<file path="config.mk">
export PLATFORM = sky130hd
export DESIGN_NAME = amp_prot_ctrl
export DESIGN_NICKNAME = d
export VERILOG_FILES = /design/src/rtl/amp_prot_pkg.sv /design/src/rtl/prot_oc_chan.sv /design/src/rtl/prot_dc_chan.sv /design/src/rtl/prot_global.sv /design/src/rtl/amp_prot_ctrl.sv
export SDC_FILE = /design/constraint.sdc
export NUM_CORES = 1
export LEC_CHECK = 0
export BUFFER_PORTS_ARGS = -buffer_cell sky130_fd_sc_hd__buf_2
export CELL_PAD_IN_SITES_DETAIL_PLACEMENT = 1
export CELL_PAD_IN_SITES_GLOBAL_PLACEMENT = 1
export CORE_MARGIN = 2
export CORE_UTILIZATION = 40
export CTS_CLUSTER_DIAMETER = 50
export DETAILED_ROUTE_END_ITERATION = 16
export PLACE_DENSITY = 0.71
export SYNTH_ARGS = -nofsm -noshare
export SYNTH_HDL_FRONTEND = slang
export SYNTH_HIERARCHICAL = 1
export SYNTH_SLANG_ARGS = --single-unit
</file>
<file path="constraint.sdc">
create_clock -name clk_i -period 5 [get_ports clk_i]
set_clock_uncertainty 0.15 [all_clocks]
set_input_delay 1.25 -clock clk_i [delete_from_list [all_inputs] [get_ports clk_i]]
set_output_delay 1.25 -clock clk_i [all_outputs]
set_load 0.01 [all_outputs]
</file>
<file path="src/rtl/amp_prot_pkg.sv">
package amp_prot_pkg;
  localparam int unsigned DEF_NUM_CH = 4;
  localparam int unsigned DEF_WINDOW = 1000;

  typedef struct packed {
    logic shutdown;
    logic warn;
    logic clip;
  } glob_flags_t;
endpackage

</file>
<file path="src/rtl/prot_oc_chan.sv">
module prot_oc_chan #(
  parameter int unsigned RECOVER_TICKS = 1000,
  localparam int unsigned CW = $clog2(RECOVER_TICKS + 1)
) (
  input  logic clk_i,
  input  logic rst_ni,
  input  logic tick_i,
  input  logic oc_peak_i,
  input  logic cbc_i,
  output logic trip_o
);
  logic          trip_q;
  logic [CW-1:0] cnt_q;

  always_ff @(posedge clk_i or negedge rst_ni) begin
    if (!rst_ni) begin
      trip_q <= 1'b0;
      cnt_q  <= '0;
    end else if (oc_peak_i) begin
      trip_q <= 1'b1;
      cnt_q  <= '0;
    end else if (trip_q && tick_i) begin
      if (cnt_q == CW'(RECOVER_TICKS - 1)) begin
        trip_q <= 1'b0;
        cnt_q  <= '0;
      end else begin
        cnt_q <= cnt_q + 1'b1;
      end
    end
  end

  assign trip_o = trip_q;

  p_peak_trips_r1: assert property (@(posedge clk_i) disable iff (!rst_ni)
    oc_peak_i |=> trip_q);
  p_clear_on_tick_r2: assert property (@(posedge clk_i) disable iff (!rst_ni)
    $fell(trip_q) |-> ($past(tick_i) && !$past(oc_peak_i)));
  p_cbc_no_trip_r3: assert property (@(posedge clk_i) disable iff (!rst_ni)
    (cbc_i && !oc_peak_i && !trip_q) |=> !trip_q);
endmodule

</file>
<file path="src/rtl/prot_dc_chan.sv">
module prot_dc_chan #(
  parameter int unsigned TRIP_TICKS = 1000,
  localparam int unsigned CW = $clog2(TRIP_TICKS + 1)
) (
  input  logic clk_i,
  input  logic rst_ni,
  input  logic tick_i,
  input  logic standby_i,
  input  logic dc_off_i,
  output logic latch_o
);
  logic          latch_q;
  logic [CW-1:0] cnt_q;

  always_ff @(posedge clk_i or negedge rst_ni) begin
    if (!rst_ni) begin
      latch_q <= 1'b0;
      cnt_q   <= '0;
    end else if (standby_i) begin
      latch_q <= 1'b0;
      cnt_q   <= '0;
    end else if (!dc_off_i) begin
      cnt_q <= '0;
    end else if (!latch_q && tick_i) begin
      if (cnt_q == CW'(TRIP_TICKS - 1)) begin
        latch_q <= 1'b1;
        cnt_q   <= '0;
      end else begin
        cnt_q <= cnt_q + 1'b1;
      end
    end
  end

  assign latch_o = latch_q;

  p_latch_on_tick_r4: assert property (@(posedge clk_i) disable iff (!rst_ni)
    $rose(latch_q) |-> ($past(tick_i) && $past(dc_off_i)));
  p_standby_clears_r5: assert property (@(posedge clk_i) disable iff (!rst_ni)
    standby_i |=> !latch_q);
  p_latch_holds_r5: assert property (@(posedge clk_i) disable iff (!rst_ni)
    (latch_q && !standby_i) |=> latch_q);
endmodule

</file>
<file path="src/rtl/prot_global.sv">
module prot_global
  import amp_prot_pkg::*;
#(
  parameter int unsigned NUM_CH = 4
) (
  input  logic              clk_i,
  input  logic              rst_ni,
  input  logic              ot_warn_i,
  input  logic              ot_sd_i,
  input  logic [NUM_CH-1:0] clip_i,
  output glob_flags_t       flags_o
);
  glob_flags_t flags_q;

  always_ff @(posedge clk_i or negedge rst_ni) begin
    if (!rst_ni) begin
      flags_q <= '0;
    end else begin
      flags_q.shutdown <= ot_sd_i;
      flags_q.warn     <= ot_warn_i;
      flags_q.clip     <= |clip_i;
    end
  end

  assign flags_o = flags_q;

  p_clip_follows_r6: assert property (@(posedge clk_i) disable iff (!rst_ni)
    (|clip_i) |=> flags_q.clip);
  p_sd_self_clears_r8: assert property (@(posedge clk_i) disable iff (!rst_ni)
    !ot_sd_i |=> !flags_q.shutdown);
endmodule

</file>
<file path="src/rtl/amp_prot_ctrl.sv">
module amp_prot_ctrl
  import amp_prot_pkg::*;
#(
  parameter int unsigned NUM_CH        = DEF_NUM_CH,
  parameter int unsigned RECOVER_TICKS = DEF_WINDOW,
  parameter int unsigned DC_TRIP_TICKS = DEF_WINDOW
) (
  input  logic              clk_i,
  input  logic              rst_ni,
  input  logic              tick_i,
  input  logic              standby_i,
  input  logic [NUM_CH-1:0] oc_peak_i,
  input  logic [NUM_CH-1:0] cbc_lim_i,
  input  logic [NUM_CH-1:0] dc_off_i,
  input  logic [NUM_CH-1:0] clip_i,
  input  logic              ot_warn_i,
  input  logic              ot_sd_i,
  output logic [NUM_CH-1:0] hiz_o,
  output logic              fault_no,
  output logic              clip_warn_no
);
  logic [NUM_CH-1:0] oc_trip;
  logic [NUM_CH-1:0] dc_lat;
  glob_flags_t       gflags;

  for (genvar g = 0; g < NUM_CH; g++) begin : g_ch
    prot_oc_chan #(.RECOVER_TICKS(RECOVER_TICKS)) u_oc (
      .clk_i     (clk_i),
      .rst_ni    (rst_ni),
      .tick_i    (tick_i),
      .oc_peak_i (oc_peak_i[g]),
      .cbc_i     (cbc_lim_i[g]),
      .trip_o    (oc_trip[g])
    );
    prot_dc_chan #(.TRIP_TICKS(DC_TRIP_TICKS)) u_dc (
      .clk_i     (clk_i),
      .rst_ni    (rst_ni),
      .tick_i    (tick_i),
      .standby_i (standby_i),
      .dc_off_i  (dc_off_i[g]),
      .latch_o   (dc_lat[g])
    );
    assign hiz_o[g] = oc_trip[g] | dc_lat[g] | gflags.shutdown;
  end

  prot_global #(.NUM_CH(NUM_CH)) u_glob (
    .clk_i     (clk_i),
    .rst_ni    (rst_ni),
    .ot_warn_i (ot_warn_i),
    .ot_sd_i   (ot_sd_i),
    .clip_i    (clip_i),
    .flags_o   (gflags)
  );

  // open-drain lines: 0 = pulled low, 1 = released
  assign fault_no     = ~(|oc_trip | |dc_lat | gflags.shutdown);
  assign clip_warn_no = ~(gflags.clip | gflags.warn);

  p_sd_all_hiz_r8: assert property (@(posedge clk_i) disable iff (!rst_ni)
    ot_sd_i |=> (&hiz_o && !fault_no));
  p_hiz_means_fault_r9: assert property (@(posedge clk_i) disable iff (!rst_ni)
    (|hiz_o) |-> !fault_no);
  p_warn_line_r7: assert property (@(posedge clk_i) disable iff (!rst_ni)
    ot_warn_i |=> !clip_warn_no);
endmodule

</file>
Word-level counts from Yosys, hierarchy flattened
Cells that the tools add are included.
{"block": "totals", "regBits": 91, "inputBits": 22}
{"block": "classes", "n_eq_ne": 12, "n_reduce_logical": 43, "muxes": 56, "n_bitwise": 13, "addsub": 8}
{"cell": "$mux W10", "count": 28}
{"cell": "$add A10 B1 Y10 const B", "count": 8}
{"cell": "$eq A10 B10 Y1 const B", "count": 8}
{"cell": "$reduce_bool A2 Y1", "count": 20}
{"cell": "$mux W1", "count": 28}
{"cell": "$ne A3 B2 Y1 const B", "count": 4}
{"cell": "$reduce_and A3 Y1", "count": 4}
{"cell": "$reduce_or A4 Y1", "count": 3}
{"cell": "$or A1 B1 Y1", "count": 11}
{"cell": "$logic_and A1 B1 Y1", "count": 8}
{"cell": "$reduce_and A2 Y1", "count": 4}
{"cell": "$logic_not A1 Y1", "count": 4}
{"cell": "$not A1 Y1", "count": 2}

Longest topological paths before layout
Gate-level depths: netlist (run 1).
{"block": "depth", "ltp_word": 5, "depth_mapped": 5, "ltp_nobuf": 5}

By module
The synthesis (run 1) kept the hierarchy.
{"mod": "prot_oc_chan", "seq_area_each_um2": 275.3, "area_each_um2": 584.3, "cells_each": 56, "instances": 4}
{"mod": "prot_dc_chan at g_ch[0].u_dc ...", "seq_area_each_um2": 275.3, "area_each_um2": 590.6, "cells_each": 59, "instances": 3}
{"mod": "prot_dc_chan at g_ch[2].u_dc", "seq_area_each_um2": 275.3, "area_each_um2": 583.1, "cells_each": 58, "instances": 1}
{"mod": "prot_global", "seq_area_each_um2": 75.1, "area_each_um2": 82.6, "cells_each": 4, "instances": 1}
{"mod": "amp_prot_ctrl", "seq_area_each_um2": 0.0, "area_each_um2": 52.6, "cells_each": 7, "instances": 1}

Worst setup path before layout (run 1)
No wires, ideal clock.
{"block": "synth_timing", "path_type": "reg2out", "from": "register g_ch[1].u_oc.trip_q", "to": "output port fault_no", "t_arrival_ps": 1210, "required_time_ps": 3600, "path_slack_ps": 2390, "stages_incl_launch_ff": 3, "path_buffers": 0, "path_cell_list": "dfrtp_1 > or4_4 > nor4_2"}
{"block": "synth_between", "elab_chain_cells": 4}
{"item": "start, declared", "line_no": "prot_oc_chan.sv:12", "text": "logic trip_q;"}
{"item": "start signal, assigned", "line_no": "prot_oc_chan.sv:17", "text": "trip_q <= 1'b0;"}
{"item": "start signal, assigned", "line_no": "prot_oc_chan.sv:20", "text": "trip_q <= 1'b1;"}
{"item": "start signal, assigned", "line_no": "prot_oc_chan.sv:24", "text": "trip_q <= 1'b0;"}
{"item": "$reduce_or A4 Y1", "line_no": "amp_prot_ctrl.sv:56", "text": "assign fault_no = ~(|oc_trip | |dc_lat | gflags.shutdown);"}
{"item": "$or A1 B1 Y1 (2 in a row)", "line_no": "amp_prot_ctrl.sv:56"}
{"item": "$not A1 Y1", "line_no": "amp_prot_ctrl.sv:56"}
{"item": "end, declared", "line_no": "amp_prot_ctrl.sv:19", "text": "output logic fault_no,"}
Every way passes these cells.

Final worst setup path (run 1)
Ends and elaborated chain as after synthesis.

==> flow_summary.json, run 1 <==
{
  "cts.clk_slew.worst_paths_ps": 60,
  "ctsResizeCount": 0,
  "whs_ps": 399.6,
  "power_uw": 1561,
  "cts_setup_buffers": 0,
  "leakage_uw": 0.002168,
  "worst_ep_required_time_ps": 3600,
  "nets": 535,
  "netlist_area_mm2": 0.004827,
  "cts-htree-levels": 3,
  "cap_violations": 0,
  "area_growth_pct": 12.99,
  "synth-warning-count": 6,
  "grt_overflow": 0,
  "finalWorstPathRequiredPeriod_ps": 3234,
  "clockPowerShare_pct": 46.3,
  "p_int_uw": 1206,
  "seq_area_frac_synth_pct": 47.17,
  "coreArea_mm2": 0.01191,
  "synth_edf_count": 0,
  "finalHoldViolations": 0,
  "postRouteAntennaNets": 0,
  "syn_inst": 470,
  "crit_type": "register to primary output",
  "dp_cells": 641,
  "setup_viol": 0,
  "cts_root_buffer": "clkbuf_16",
  "power_density_mw_per_mm2": 286.3,
  "ctsHoldBuffers": 0,
  "routed-via-count": 3607,
  "rsz0062_at_grt": "false",
  "gp_congestion": 0.8003,
  "tritoncts": "done",
  "syn_nets": 500,
  "p_sw_share_pct": 22.76,
  "worst-slew-pin-transition_ps": 792.3,
  "vias_per_cell": 5.490,
  "num_io_pins": 28,
  "fin_crit_sh_pct": 64.69,
  "synth_seq_cells": 91,
  "dr.first_iter.drc_count": 91,
  "die_width_um": 113.9,
  "endpoint_kind": "primary output",
  "clk_latency_ps": 340,
  "fillerInstances": 1375,
  "postPlaceCellArea_mm2": 0.005136,
  "p_comb_share_pct": 5.4,
  "power_frac_seq_pct": 48.3,
  "synth_flop_cell": "dfrtp_1",
  "avgSynthCellArea_um2": 10.27,
  "antenna_found_initial": 0,
  "finalMaxSlewViolations": 0,
  "irDropWorstVdd_v": 0.0001198,
  "relSlewSlack_pct": 47.18,
  "synth.distinct_cells": 41,
  "wl_per_cell_um": 16.03,
  "drt_first_pass_iters": 4,
  "row_count": 40,
  "cts_sinks": 91,
  "fmax_ghz": 0.3092,
  "final_area_mm2": 0.005454,
  "status": "completed",
  "async_reset_ff_share_pct": 100.0,
  "critPathMaxFanout": 8,
  "grt_pass1_wl_mm": 18.16,
  "io_buffers": 23,
  "startpoint_type": "register",
  "dieArea_mm2": 0.01296,
  "hp-class": "register to register",
  "cp_data_arrival_time_ps": 1830,
  "dpl.hpwl_mm": 7.482,
  "initial_core_util_pct": 40.53,
  "grt_max_degree": 63,
  "drcViolationCount": 0,
  "dieHeight_um": 113.9,
  "cts_max_path_buffers": 2,
  "numCtsBuffers": 9,
  "grt_pass1_vias": 3767,
  "wl_mm": 10.53,
  "final_cell_mix": "dfrtp_1 (91), nor2_1 (76), xnor2_1 (32), nand2_1 (29), nand3_1 (28)",
  "finalSetupTns_ps": 0,
  "p_switching_uw": 355.3,
  "grt_use_total_pct": 17.60,
  "fin_cells": 657,
  "drive_gt1_share_pct": 17.65,
  "final_common_cell": "dfrtp_1",
  "n_antenna_cell": 0
}
## Yosys cell counts (5+ instances only)
master,count,area [um^2]
a21o_1,8,60.06
a21oi_1,17,85.08
dfrtp_1,91,2277
ha_1,8,100.1
nand2_1,29,108.9
nand2b_1,10,62.56
nand3_1,28,140.1
nand4_1,9,56.30
nand4_2,7,87.58
nand4b_1,5,43.79
nor2_1,76,285.3
nor3_1,8,40.04
nor4_2,5,62.56
o2111ai_1,6,52.55
o21ai_0,17,85.08
or3_1,14,87.58
xnor2_1,32,280.3
xor2_1,27,236.5
## registers in the layout (all words and copies together) (netlist names)
name / count
g_ch.u_dc/cnt_q: 40
g_ch.u_dc/latch_o: 4
g_ch.u_oc/cnt_q: 40
g_ch.u_oc/trip_o: 4
u_glob/flags_o: 3
## cells by family after synthesis
family / after synthesis / synth area share (%)
simple gates: 235 / 28.82
fa+ha+maj: 8 / 2.074
buf+inv: 4 / 0.3110
flops: 91 / 47.17
compound gates: 73 / 10.91
xor+xnor: 59 / 10.71
## power groups by stage
stage / clock (uW) / sequential (uW) / combinational [uW]
after detailed placement: 0 / 769 / 85.8
after global routing: 786 / 756 / 96.2
final: 722 / 755 / 84.1
after CTS: 746 / 755 / 86.8
after global placement: 0 / 768 / 83.3
after floorplan: 0 / 766 / 42.4
## metrics by stage
| stage | utilization (%) | setup slack (ps) |
|---|---|---|
| after CTS | 45.79 | 1766 |
| after global placement | 43.12 | 1870 |
| final | 45.79 | 1766 |
| after detailed placement | 43.12 | 1830 |
| after floorplan | - | 2390 |
| after global routing | 45.79 | 1706 |
## routing by layer
metal / GRT usage (%) / part of all wire, % / vias to the layer above
li1: - / - / 1754
met1: 22.08 / 46 / 1816
met2: 30.58 / 50 / 28
met3: 4.251 / 2.3 / 9
met4: 4.553 / 1.2 / 0
met5: 0 / 0 / -
## worst max-delay path, stage by stage, from the launching register on
cell and delay (ps):
dfrtp_1 490, or4_4 570, nor4_2 240, buf_2 200
## cell type report
cell class / instances / area, um^2 / share of cell area, %
multi-input cells: 375 / 2535 / 46.48
flip-flops and latches: 91 / 2277 / 41.75
clock buffers: 9 / 225.2 / 4.129
well taps: 147 / 183.9 / 3.372
repair buffers: 24 / 125.1 / 2.294
clock inverters: 7 / 92.59 / 1.698
inverters: 4 / 15.01 / 0.2753
## path summary, 6_finish.rpt
path                                             from               endpoint  slack [ps]  cells past startpoint
worst max-delay path              g_ch[1].u_oc/trip_o               fault_no        1770                      3
worst min-delay path             g_ch[2].u_dc/latch_o   g_ch[2].u_dc/latch_o         400                      1
worst max register to register  g_ch[1].u_dc/cnt_q[0]  g_ch[1].u_dc/cnt_q[4]        3150                      5
worst min register to register   g_ch[2].u_dc/latch_o   g_ch[2].u_dc/latch_o         400                      1
max in group asynchronous                      rst_ni  g_ch[0].u_oc/cnt_q[0]        2940                      2
min in group asynchronous                      rst_ni  g_ch[2].u_oc/cnt_q[6]         840                      1
(Power assumes the default switching activity.)
==> inputs of run 2 (changes only) <==
clock period = 3.3 ns   (was 5 ns; I/O delays follow)
==> run 2 against run 1 <==
Effect of this change:
- clock-buffer cell count is 3 higher
- setup slack got worse by 1300 ps
- non-clock buffer count rose by 1
- core utilization increased by 0.54 points
- worst hold slack worse by 66 ps
- largest power group is now the clock network
- critical endpoint unchanged
- register-to-register slack got worse by 1700 ps
==> flow_summary.json, run 2 (synthesized netlist as in run 1, its figures left out) <==
{
  "coreArea_mm2": 0.01191,
  "cp_data_arrival_time_ps": 1840,
  "final_common_cell": "dfrtp_1",
  "cap_violations": 0,
  "grt_pass1_wl_mm": 19.18,
  "initial_core_util_pct": 40.53,
  "ctsHoldBuffers": 0,
  "final_area_mm2": 0.005518,
  "power_density_mw_per_mm2": 455.0,
  "cts_sinks": 91,
  "finalSetupTns_ps": 0,
  "area_growth_pct": 14.31,
  "whs_ps": 333.4,
  "drcViolationCount": 0,
  "antenna_found_initial": 0,
  "grt_max_degree": 48,
  "final_cell_mix": "dfrtp_1 (91), nor2_1 (76), xnor2_1 (32), nand2_1 (29), nand3_1 (28)",
  "wl_mm": 10.70,
  "largestRegisters": "g_ch.u_dc/cnt_q (40), g_ch.u_oc/cnt_q (40)",
  "numCtsBuffers": 9,
  "postPlaceCellArea_mm2": 0.005156,
  "leakage_uw": 0.002197,
  "ctsResizeCount": 0,
  "cts-htree-levels": 3,
  "cts_max_path_buffers": 2,
  "regArea_mm2": 0.002277,
  "tritoncts": "done",
  "top_usage_layer": "met2",
  "grt_use_total_pct": 18.50,
  "dr.first_iter.drc_count": 109,
  "use_met2_pct": 30.78,
  "irDropWorstVdd_v": 0.0002168,
  "grt_overflow": 0,
  "relSlewSlack_pct": 59.68,
  "multi_input_area_mm2": 0.002535,
  "cts_setup_buffers": 0,
  "wl_per_cell_um": 16.26,
  "setup_viol": 0,
  "postRouteAntennaNets": 0,
  "reg2reg_depth": 5,
  "finalHoldViolations": 0,
  "row_count": 40,
  "gp_congestion": 0.7779,
  "cts_root_buffer": "clkbuf_16",
  "worst_ep_required_time_ps": 2320,
  "finalWorstPathRequiredPeriod_ps": 2820,
  "crit_type": "register to primary output",
  "drive_gt1_share_pct": 17.81,
  "nets": 536,
  "die_width_um": 113.9,
  "grtUsageMet3_pct": 3.454,
  "startpoint_type": "register",
  "clk_latency_ps": 350,
  "cts.clk_slew.worst_paths_ps": 60,
  "dieArea_mm2": 0.01296,
  "fmax_ghz": 0.3547,
  "dieHeight_um": 113.9,
  "dpl.hpwl_mm": 7.434,
  "critPathMaxFanout": 8,
  "num_io_pins": 28,
  "grt_pass1_vias": 3929,
  "hp-class": "primary input to async pin",
  "finalMaxSlewViolations": 0,
  "worst-slew-pin-transition_ps": 604.8,
  "vias_per_cell": 5.526,
  "fillerInstances": 1368,
  "status": "completed",
  "drt_first_pass_iters": 4,
  "endpoint_kind": "primary output",
  "fin_crit_sh_pct": 85.44,
  "routed-via-count": 3636,
  "io_buffers": 23,
  "use_met1_pct": 23.99,
  "rsz0062_at_grt": "false",
  "n_antenna_cell": 0
}
-- run 2: changes by cell type in the layout (fill, tap and decap cells not counted), sizes merged --
cell | before | now
buf | 24 | 25
clkbuf | 9 | 12
clkinv | 5 | 1
bufinv | 2 | 3
-- run 2: through the flow --
stage | util [%] | total power [uW] | cells | setup WS [ps]
finish | 46.32 | 2510 | 658 | 480.3
global route | 46.32 | 2609 | 658 | 393.2
CTS | 46.32 | 2553 | 658 | 481.6
detailed placement | 43.29 | 1299 | 642 | 721.0
global placement | 43.29 | 1292 | 642 | 771.0
floorplan | - | 1225 | 470 | 1115
-- run 2: power breakdown --
group          switching [uW]  internal [uW]  total (uW)
clock                     433            801        1230
combinational            92.7           39.7         132
sequential               15.2           1130        1140
total                     541           1970        2510
-- run 2: worst paths after layout --
kind	from	to	slack [ps]
max	g_ch[1].u_oc/trip_o	fault_no	480
min	rst_ni	g_ch[2].u_oc/cnt_q[8]	330
max reg2reg	g_ch[0].u_dc/cnt_q[0]	g_ch[0].u_dc/cnt_q[0]	1430
min reg2reg	g_ch[2].u_dc/latch_o	g_ch[2].u_dc/latch_o	390
max in group asynchronous	rst_ni	g_ch[1].u_dc/cnt_q[4]	1990
min in group clk_i	g_ch[2].u_dc/latch_o	g_ch[2].u_dc/latch_o	390
-- run 2: critical path: stages (launching register included) --
cell and delay, ps:
dfrtp_1 480, or4_4 560, nor4_2 250, buf_2 200
-- run 2: metal layers --
metal	up-vias	routed length, um	part of all wire [%]
met5	-	0	0
met1	1836	4988	47
met4	0	168	1.6
met3	12	232	2.2
met2	29	5312	50
li1	1759	-	-
-- run 2: layout make-up --
| cell class | instances | area share (%) |
|---|---|---|
| multi-input combinational | 375 | 45.94 |
| sequential | 91 | 41.27 |
| clock buffer | 12 | 4.830 |
| tap | 147 | 3.333 |
| timing repair buffer | 25 | 2.630 |
| clock inverter | 4 | 1.723 |
| inverter | 4 | 0.2721 |
==> inputs of run 3 (changes only) <==
CTS_BUF_LIST = sky130_fd_sc_hd__clkbuf_16   (was default)
RECOVER_POWER = 50   (was default)
==> run 3 against run 2 <==
Effect of this change:
- combinational power barely moved
- sequential share of layout area increased by 0.36 points
- core utilization decreased by 0.40 points
- setup slack improved by 55 ps
- global-route usage about the same
- clock-buffer cell count down 3
- die area unchanged
- via count is 0.19% lower
- worst hold slack improved by 60 ps
- critical path depth unchanged
- total power down 3.1%
- routed wire length shrank 1.4%
- critical endpoint unchanged
- largest power group unchanged
==> flow_summary.json, run 3 (synthesized netlist as in run 1, its figures left out) <==
{
  "irDropWorstVdd_v": 0.0002859,
  "fillerInstances": 1365,
  "cts_max_path_buffers": 2,
  "grt_overflow": 0,
  "wl_per_cell_um": 16.03,
  "tritoncts": "done",
  "cts_setup_buffers": 0,
  "power_frac_seq_pct": 47.0,
  "grt_pass1_wl_mm": 19.05,
  "cap_violations": 0,
  "multi_input_area_mm2": 0.002535,
  "endpoint_kind": "primary output",
  "p_comb_share_pct": 5.3,
  "largestRegisters": "g_ch.u_dc/cnt_q (40), g_ch.u_oc/cnt_q (40)",
  "area_growth_pct": 13.32,
  "final_common_cell": "dfrtp_1",
  "regArea_mm2": 0.002277,
  "power_density_mw_per_mm2": 444.7,
  "initial_core_util_pct": 40.53,
  "finalSetupTns_ps": 0,
  "timing.final.ws_setup_ps": 534.9,
  "cts_root_buffer": "clkbuf_16",
  "cts_sinks": 91,
  "power_uw": 2433,
  "fin_crit_sh_pct": 83.79,
  "ctsHoldBuffers": 0,
  "row_count": 40,
  "postRouteAntennaNets": 0,
  "clk_latency_ps": 350,
  "dr.first_iter.drc_count": 133,
  "finalHoldViolations": 0,
  "routed-via-count": 3629,
  "p_int_uw": 1897,
  "setup_viol": 0,
  "nets": 536,
  "dieHeight_um": 113.9,
  "rsz0062_at_grt": "false",
  "antenna_found_initial": 0,
  "fmax_ghz": 0.3616,
  "post-place-ws_ps": 721.0,
  "final_core_util_pct": 45.92,
  "coreArea_mm2": 0.01191,
  "clockPowerShare_pct": 47.7,
  "grt_pass1_vias": 3916,
  "drt_first_pass_iters": 4,
  "numCtsBuffers": 9,
  "drive_gt1_share_pct": 17.22,
  "grt_use_total_pct": 18.47,
  "dpl.hpwl_mm": 7.434,
  "p_sw_share_pct": 22.03,
  "worst_ep_required_time_ps": 2320,
  "cts.clk_slew.worst_paths_ps": 60,
  "io_buffers": 23,
  "worst-slew-pin-transition_ps": 1191,
  "num_io_pins": 28,
  "critPathMaxFanout": 8,
  "relSlewSlack_pct": 20.62,
  "gp_congestion": 0.7779,
  "hp-class": "register to register",
  "ctsResizeCount": 0,
  "startpoint_type": "register",
  "dieArea_mm2": 0.01296,
  "cp_data_arrival_time_ps": 1790,
  "finalMaxSlewViolations": 0,
  "final_area_mm2": 0.005470,
  "final_cell_mix": "dfrtp_1 (91), nor2_1 (76), xnor2_1 (32), nand2_1 (29), nand3_1 (28)",
  "crit_type": "register to primary output",
  "status": "completed",
  "leakage_uw": 0.002174,
  "drcViolationCount": 0,
  "n_antenna_cell": 0,
  "cts-htree-levels": 3,
  "grt_max_degree": 48,
  "p_switching_uw": 536.0,
  "vias_per_cell": 5.515,
  "die_width_um": 113.9,
  "finalWorstPathRequiredPeriod_ps": 2765,
  "wl_mm": 10.55,
  "postPlaceCellArea_mm2": 0.005156
}
[run 3: layout make-up]
cell class | count | area share, %
clock inverter | 7 | 1.944
multi-input combinational | 375 | 46.34
clock buffer | 9 | 4.117
inverter | 4 | 0.2745
timing repair buffer | 25 | 2.333
sequential | 91 | 41.63
tap | 147 | 3.362
[run 3: routing by layer]
layer	global-route usage [%]	wire length [um]
met5	0	0
met3	3.773	245
met4	7.073	181
met1	24.21	4872
met2	30.26	5247
[run 3: worst paths after layout]
check / from / end / slack, ps / cells after the start
worst max-delay path: g_ch[1].u_oc/trip_o / fault_no / 530 / 3
max in group asynchronous: rst_ni / g_ch[2].u_dc/cnt_q[4] / 710 / 2
worst min-delay path: g_ch[2].u_dc/latch_o / g_ch[2].u_dc/latch_o / 390 / 1
min in group asynchronous: rst_ni / g_ch[2].u_oc/cnt_q[8] / 530 / 1
worst max register to register: g_ch[0].u_dc/cnt_q[0] / g_ch[0].u_dc/cnt_q[4] / 1430 / 5
worst min register to register: g_ch[2].u_dc/latch_o / g_ch[2].u_dc/latch_o / 390 / 1
[run 3: critical path, stage by stage (launching register included)]
cell and delay [ps]:
dfrtp_1 480, or4_4 570, nor4_2 210, buf_2 190
[run 3: per-stage QoR]
| stage | hold slack (ps) | instances |
|---|---|---|
| floorplan | 351.6 | 470 |
| global placement | 374.9 | 642 |
| detailed placement | 384.9 | 642 |
| CTS | 342.0 | 658 |
| global route | 421.7 | 658 |
| finish | 393.3 | 658 |
[run 3: power by group through the flow]
stage | registers [uW] | clock network [uW] | logic [uW]
6_report | 1140 | 1160 | 129
2_1_floorplan | 1160 | 0 | 64.3
4_1_cts | 1140 | 1200 | 136
3_5_place_dp | 1160 | 0 | 134
5_1_grt | 1150 | 1250 | 149
3_3_place_gp | 1160 | 0 | 129
